`config.mk`:
```
export PLATFORM = sky130hd
export DESIGN_NAME = sdram_bringup_seq
export DESIGN_NICKNAME = d
export VERILOG_FILES = /design/src/rtl/sdram_init_pkg.sv /design/src/rtl/init_gap_timer.sv /design/src/rtl/init_mode_pack.sv /design/src/rtl/sdram_bringup_seq.sv
export SDC_FILE = /design/constraint.sdc
export NUM_CORES = 1
export LEC_CHECK = 0
export ABC_AREA = 1
export CAP_MARGIN = 25
export CORE_ASPECT_RATIO = 0.75
export CORE_MARGIN = 5
export CORE_UTILIZATION = 52
export CTS_CLUSTER_SIZE = 40
export DETAILED_ROUTE_END_ITERATION = 7
export GPL_ROUTABILITY_DRIVEN = 1
export PLACE_DENSITY = 0.84
export SYNTH_ARGS = -nofsm -noshare
export SYNTH_HDL_FRONTEND = slang
export SYNTH_SLANG_ARGS = --single-unit
```
`constraint.sdc`:
```
create_clock -name clk -period 3.3 [get_ports clk]
set_input_delay 0.825 -clock clk [delete_from_list [all_inputs] [get_ports clk]]
set_output_delay 0.825 -clock clk [all_outputs]
set_load 0.01 [all_outputs]
```
`src/rtl/sdram_init_pkg.sv`:
```
package sdram_init_pkg;

    typedef struct packed {
        logic cs_n;
        logic ras_n;
        logic cas_n;
        logic we_n;
    } sd_cmd_t;

    localparam sd_cmd_t CMD_NOP  = '{cs_n: 1'b0, ras_n: 1'b1, cas_n: 1'b1, we_n: 1'b1};
    localparam sd_cmd_t CMD_PRE  = '{cs_n: 1'b0, ras_n: 1'b0, cas_n: 1'b1, we_n: 1'b0};
    localparam sd_cmd_t CMD_AREF = '{cs_n: 1'b0, ras_n: 1'b0, cas_n: 1'b0, we_n: 1'b1};
    localparam sd_cmd_t CMD_LMR  = '{cs_n: 1'b0, ras_n: 1'b0, cas_n: 1'b0, we_n: 1'b0};

    typedef enum logic [2:0] {
        ST_SETTLE,
        ST_PRECH,
        ST_REF_A,
        ST_REF_B,
        ST_MODE,
        ST_READY
    } bring_state_t;

    typedef struct packed {
        logic       wr_single;
        logic [2:0] cas_lat;
        logic       interleave;
        logic [2:0] burst_len;
    } mode_cfg_t;

    localparam int MODE_W     = 12;
    localparam int PRE_ALL_BIT = 10;

    // Base mode word: operating mode field fixed at standard (00), reserved bits zero.
    function automatic logic [MODE_W-1:0] pack_mode(input mode_cfg_t c);
        logic [MODE_W-1:0] w;
        w       = '0;
        w[2:0]  = c.burst_len;
        w[3]    = c.interleave;
        w[6:4]  = c.cas_lat;
        w[8:7]  = 2'b00;
        w[9]    = c.wr_single;
        return w;
    endfunction

    function automatic bring_state_t step_after(input bring_state_t s);
        case (s)
            ST_SETTLE: return ST_PRECH;
            ST_PRECH:  return ST_REF_A;
            ST_REF_A:  return ST_REF_B;
            ST_REF_B:  return ST_MODE;
            default:   return ST_READY;
        endcase
    endfunction

endpackage

```
`src/rtl/init_gap_timer.sv`:
```
module init_gap_timer #(
    parameter int               CNT_W   = 8,
    parameter logic [CNT_W-1:0] RST_VAL = '0
) (
    input  logic             clk,
    input  logic             rst,
    input  logic             load,
    input  logic [CNT_W-1:0] load_val,
    output logic             expired
);
    logic [CNT_W-1:0] cnt_q;

    always_ff @(posedge clk) begin
        if (rst)
            cnt_q <= RST_VAL;
        else if (load)
            cnt_q <= load_val;
        else if (cnt_q != '0)
            cnt_q <= cnt_q - 1'b1;
    end

    assign expired = (cnt_q == '0);

    // once run down and not reloaded, the timer never wraps around
    p_no_wrap_r2: assert property (@(posedge clk) disable iff (rst)
        (expired && !load) |=> expired);

endmodule

```
`src/rtl/init_mode_pack.sv`:
```
module init_mode_pack
    import sdram_init_pkg::*;
#(
    parameter int ADDR_W = 13
) (
    input  mode_cfg_t         cfg,
    output logic [ADDR_W-1:0] word
);
    logic [MODE_W-1:0] base;

    assign base = pack_mode(cfg);

    generate
        if (ADDR_W > MODE_W) begin : g_wide
            assign word = {{(ADDR_W-MODE_W){1'b0}}, base};
        end else begin : g_narrow
            assign word = base[ADDR_W-1:0];
        end
    endgenerate

endmodule

```
`src/rtl/sdram_bringup_seq.sv`:
```
module sdram_bringup_seq
    import sdram_init_pkg::*;
#(
    parameter int ADDR_W = 13,
    parameter int BA_W   = 2,
    parameter int T_WAIT = 25000,
    parameter int T_RP   = 5,
    parameter int T_RC   = 16,
    parameter int T_MRD  = 2
) (
    input  logic              clk,
    input  logic              rst,
    input  logic [2:0]        cfg_burst_len,
    input  logic              cfg_burst_interleave,
    input  logic [2:0]        cfg_cas_lat,
    input  logic              cfg_wr_single,
    output logic              sd_cs_n,
    output logic              sd_ras_n,
    output logic              sd_cas_n,
    output logic              sd_we_n,
    output logic [ADDR_W-1:0] sd_addr,
    output logic [BA_W-1:0]   sd_ba,
    output logic              init_done
);
    localparam int MAX_A  = (T_WAIT > T_RP) ? T_WAIT : T_RP;
    localparam int MAX_B  = (T_RC > T_MRD) ? T_RC : T_MRD;
    localparam int MAX_V  = (MAX_A > MAX_B) ? MAX_A : MAX_B;
    localparam int CNT_W  = $clog2(MAX_V + 1);
    localparam logic [CNT_W-1:0] WAIT_LD = CNT_W'(T_WAIT - 1);
    localparam logic [CNT_W-1:0] RP_LD   = CNT_W'(T_RP - 1);
    localparam logic [CNT_W-1:0] RC_LD   = CNT_W'(T_RC - 1);
    localparam logic [CNT_W-1:0] MRD_LD  = CNT_W'(T_MRD - 1);

    bring_state_t      state_q, state_nx;
    logic              first_q;
    logic              gap_over;
    logic              advance;
    logic [CNT_W-1:0]  gap_ld;
    mode_cfg_t         cfg;
    logic [ADDR_W-1:0] mode_word;
    sd_cmd_t           cmd_now;

    assign cfg = '{wr_single: cfg_wr_single, cas_lat: cfg_cas_lat,
                   interleave: cfg_burst_interleave, burst_len: cfg_burst_len};

    init_mode_pack #(.ADDR_W(ADDR_W)) u_pack (
        .cfg  (cfg),
        .word (mode_word)
    );

    assign advance  = gap_over && (state_q != ST_READY);
    assign state_nx = step_after(state_q);

    always_comb begin
        case (state_nx)
            ST_PRECH: gap_ld = RP_LD;
            ST_REF_A: gap_ld = RC_LD;
            ST_REF_B: gap_ld = RC_LD;
            ST_MODE:  gap_ld = MRD_LD;
            default:  gap_ld = '0;
        endcase
    end

    init_gap_timer #(.CNT_W(CNT_W), .RST_VAL(WAIT_LD)) u_gap (
        .clk      (clk),
        .rst      (rst),
        .load     (advance),
        .load_val (gap_ld),
        .expired  (gap_over)
    );

    always_ff @(posedge clk) begin
        if (rst) begin
            state_q <= ST_SETTLE;
            first_q <= 1'b0;
        end else if (advance) begin
            state_q <= state_nx;
            first_q <= (state_nx != ST_READY);
        end else begin
            first_q <= 1'b0;
        end
    end

    always_comb begin
        cmd_now = CMD_NOP;
        sd_addr = '0;
        if (first_q) begin
            case (state_q)
                ST_PRECH: begin
                    cmd_now = CMD_PRE;
                    sd_addr[PRE_ALL_BIT] = 1'b1;
                end
                ST_REF_A, ST_REF_B: cmd_now = CMD_AREF;
                ST_MODE: begin
                    cmd_now = CMD_LMR;
                    sd_addr = mode_word;
                end
                default: cmd_now = CMD_NOP;
            endcase
        end
    end

    assign sd_cs_n   = cmd_now.cs_n;
    assign sd_ras_n  = cmd_now.ras_n;
    assign sd_cas_n  = cmd_now.cas_n;
    assign sd_we_n   = cmd_now.we_n;
    assign sd_ba     = '0;
    assign init_done = (state_q == ST_READY);

    // ready flag is sticky until reset
    p_done_sticky_r8: assert property (@(posedge clk) disable iff (rst)
        init_done |=> init_done);

    // bus stays idle once ready
    p_ready_quiet_r8: assert property (@(posedge clk) disable iff (rst)
        init_done |-> (cmd_now == CMD_NOP));

    // precharge covers all banks
    p_prech_all_r3: assert property (@(posedge clk) disable iff (rst)
        (cmd_now == CMD_PRE) |-> sd_addr[PRE_ALL_BIT]);

    // bank bits zero during the mode load
    p_load_bank_zero_r5: assert property (@(posedge clk) disable iff (rst)
        (cmd_now == CMD_LMR) |-> (sd_ba == '0));

    // operating mode and reserved bits zero in the mode word
    p_mode_reserved_r6: assert property (@(posedge clk) disable iff (rst)
        (cmd_now == CMD_LMR) |-> ((sd_addr[8:7] == 2'b00) && ((sd_addr >> 10) == '0)));

    // first cycle after reset release is idle and not ready
    p_restart_clean_r9: assert property (@(posedge clk) disable iff (rst)
        $past(rst) |-> (!init_done && cmd_now == CMD_NOP));

endmodule

```
==> results.py <==
metrics = {
    "floorplan": {
        "io_pins": 30,
        "die-area_um2": 3390,
        "die_x_um": 65.6,
        "core_area_um2": 2250,
        "start_util_pct": 53.6,
        "die-height_um": 51.7,
        "rows": 15,
    },
    "grt": {
        "overflow": 0,
        "grt_util_met1_pct": 25.6,
        "grt_pass1_wl_um": 4750,
        "antenna_found_initial": 0,
        "grt_max_degree": 21,
        "gr-usage-met2_pct": 28.1,
        "top_usage_layer": "met2",
        "grt_usage_pct": 18.0,
        "grt_pass1_vias": 1060,
        "grt.met3_usage_pct": 4.54,
    },
    "logic_synthesis": {
        "syn_inst": 199,
        "synth_top_family_by_area": "simple AND/OR/NAND/NOR gates",
        "yosysTopAreaCell": "dfxtp_1",
        "synth_compound_area_share_pct": 10.2,
        "ys_seq_area_share_pct": 31.5,
        "ys_async_sr_fraction_pct": 0,
        "synth_fa_ha_area_share_pct": 2.07,
        "synthFlopType": "dfxtp_1",
        "yosysUniqueCellTypes": 21,
        "yosys-top-cells-count": "nand2_1 (40), nor2_1 (40), inv_1 (33), nand3_1 (21), dfxtp_1 (19)",
        "synth_area_leaders": "dfxtp_1 (32%), nand2_1 (12%), nor2_1 (12%), inv_1 (10%), nand3_1 (8.7%)",
        "syn_area_um2": 1210,
        "syn_area_per_cell_um2": 6.06,
        "synthMuxAreaShare_pct": 0,
        "ys_ff_latch": 19,
        "synth_edf_count": 0,
        "synth-simple-area-share_pct": 38.0,
        "synth-xor-area-share_pct": 0.726,
        "ys_warn_count": 0,
        "synth_top_area_share_pct": 31.5,
    },
    "setup_path": {
        "worstPathArrival_ps": 1990,
        "critPathMaxFanout": 1,
        "ff2ff_setup_slack_ps": 1560,
        "start_kind": "primary input",
        "endpoint_kind": "primary output",
        "reg2regPathDepth": 9,
        "slowest_stage": "clkdlybuf4s50_1",
        "slowest_delay_ps": 570,
        "path_cells": "clkdlybuf4s50_1 > inv_1 > nor2_1 > clkdlybuf4s50_1",
        "timing.rr.end": "state_q[0]",
        "critPathMostFrequentCell": "clkdlybuf4s50_1",
        "crit_type": "primary input to primary output",
        "crit_required_ps": 2470,
        "r2r_start": "u_gap.cnt_q[0]",
    },
    "clocking": {
        "numCtsBuffers": 3,
        "htreeDepth": 1,
        "ctsResizeCount": 0,
        "clkLatencyLatePin_ps": 310,
        "post_cts_buffers": 0,
        "ctsHoldBuffers": 0,
        "cts_tree": "built",
        "clockBufferDepth": 2,
        "clk_pin_slew_ps": 90,
        "cts_root_buf": "clkbuf_4",
        "clock_sinks": 19,
    },
    "layout": {
        "finalNetCount": 234,
        "antenna_cells": 0,
        "syn_to_final_growth_pct": 18.4,
        "utilization_pct": 63.4,
        "fillers": 209,
        "drive_above_1_share_pct": 3.62,
    },
    "hold_path": {
        "min_path_cells": 2,
        "hold_class": "flop to flop",
        "min_delay_worst_endpoint": "state_q[1]",
        "hp-start": "state_q[1]",
    },
    "placement": {
        "dp_hpwl_um": 2120,
        "routabilityCongestion": 0.889,
        "portBuffers": 22,
    },
    "run_status": {
        "status": "completed",
    },
    "timing": {
        "setup-violations-final": 0,
        "skew_ps": 24.0,
        "max_freq_ghz": 0.355,
        "finalHoldViolCount": 0,
        "drv_slew": 0,
        "rsz0062_at_grt": "no",
        "fin_setup_tns_ps": 0,
        "fin_crit_sh_pct": 85.3,
        "period_minus_slack_ps": 2820,
    },
    "job": {
        "drv_cap": 0,
    },
    "drt": {
        "drc_errors": 0,
        "routed_wl_um": 2640,
        "postRouteAntennaNets": 0,
        "drtIter0Drc": 66,
        "drtPass1Iterations": 5,
        "num_vias": 1209,
        "routedWlPerCell_um": 10.7,
        "vias_per_cell": 4.91,
    },
    "pwr": {
        "power_density_nw_per_um2": 272,
        "max-vdd-ir-drop_mv": 0.268,
        "leakagePower_nw": 0.655,
    },
}
worst max path at each step:
stage / from / end / slack, ps / cells past startpoint
after floorplan: cfg_burst_len[0] / sd_addr[0] / 1460 / 2
after global placement: cfg_burst_len[0] / sd_addr[0] / 520 / 4
after detailed placement: cfg_burst_len[1] / sd_addr[1] / 480 / 4
after CTS: cfg_burst_len[1] / sd_addr[1] / 470 / 4
after global routing: state_q[1] / sd_addr[1] / 380 / 6
final: cfg_burst_len[1] / sd_addr[1] / 480 / 4
placed cells by master (no fill, tap or decap), drive strengths merged:
| cell | count |
|---|---|
| nand2 | 42 |
| nor2 | 42 |
| inv | 33 |
| clkdlybuf4s50 | 22 |
| nand3 | 21 |
| dfxtp | 19 |
| a21oi | 13 |
| o21ai | 7 |
| conb | 7 |
| clkbuf | 3 |
| o211ai | 2 |
| nand4 | 2 |
| nor3 | 2 |
| ha | 2 |
| clkinv | 2 |
| o31ai | 1 |
| xor2 | 1 |
layer usage:
layer  share of wire, %  up-vias
li1                   -      652
met1                 50      523
met2                 43       34
met3                6.9        0
met4                  0        0
met5                  0        -
state kept, by name (all words and copies together), names as in the netlist:
name and flops:
state_q 3, u_gap.cnt_q 15, first_q 1
final cells by class:
type | instances | area, um2 | share of cell area (%)
clock buffers | 3 | 22.5 | 1.58
clock inverters | 1 | 5.00 | 0.351
inverters | 34 | 128 | 8.94
multi-input cells | 142 | 641 | 44.9
flip-flops and latches | 19 | 380 | 26.6
well taps | 25 | 31.3 | 2.19
repair buffers | 22 | 220 | 15.4
report_power, final:
part / internal (mW) / switching (mW) / total [mW]
Sequential: 0.233 / 0.00337 / 0.236
Clock: 0.0452 / 0.0742 / 0.119
Combinational: 0.0154 / 0.0176 / 0.0330
Total: 0.293 / 0.0952 / 0.388
worst max-delay path, delay by kind of cell:
| family | cells | cell delay (ps) |
|---|---|---|
| buffers and inverters | 3 | 1070 |
| AND/OR/NAND/NOR | 1 | 110 |
per-stage QoR:
step           total power, mW  area (um2)  hold slack (ps)  instances  setup slack [ps]
6_report                 0.388        1430              504        246               484
5_1_grt                  0.405        1430              541        246               377
4_1_cts                  0.392        1430              504        246               469
3_5_place_dp             0.274        1400              484        242               477
3_3_place_gp             0.273        1400              475        242               518
2_1_floorplan            0.266        1230              457        205              1460
cell families after synthesis:
family / count (synthesis)
xor gates and xnor gates: 1
other: 1
and+or+nand+nor: 109
adders and majority gates: 2
DFF: 19
buffers and inverters: 44
AOI/OAI and AO/OA: 23
Note: power is estimated with default switching activity, not from simulation.
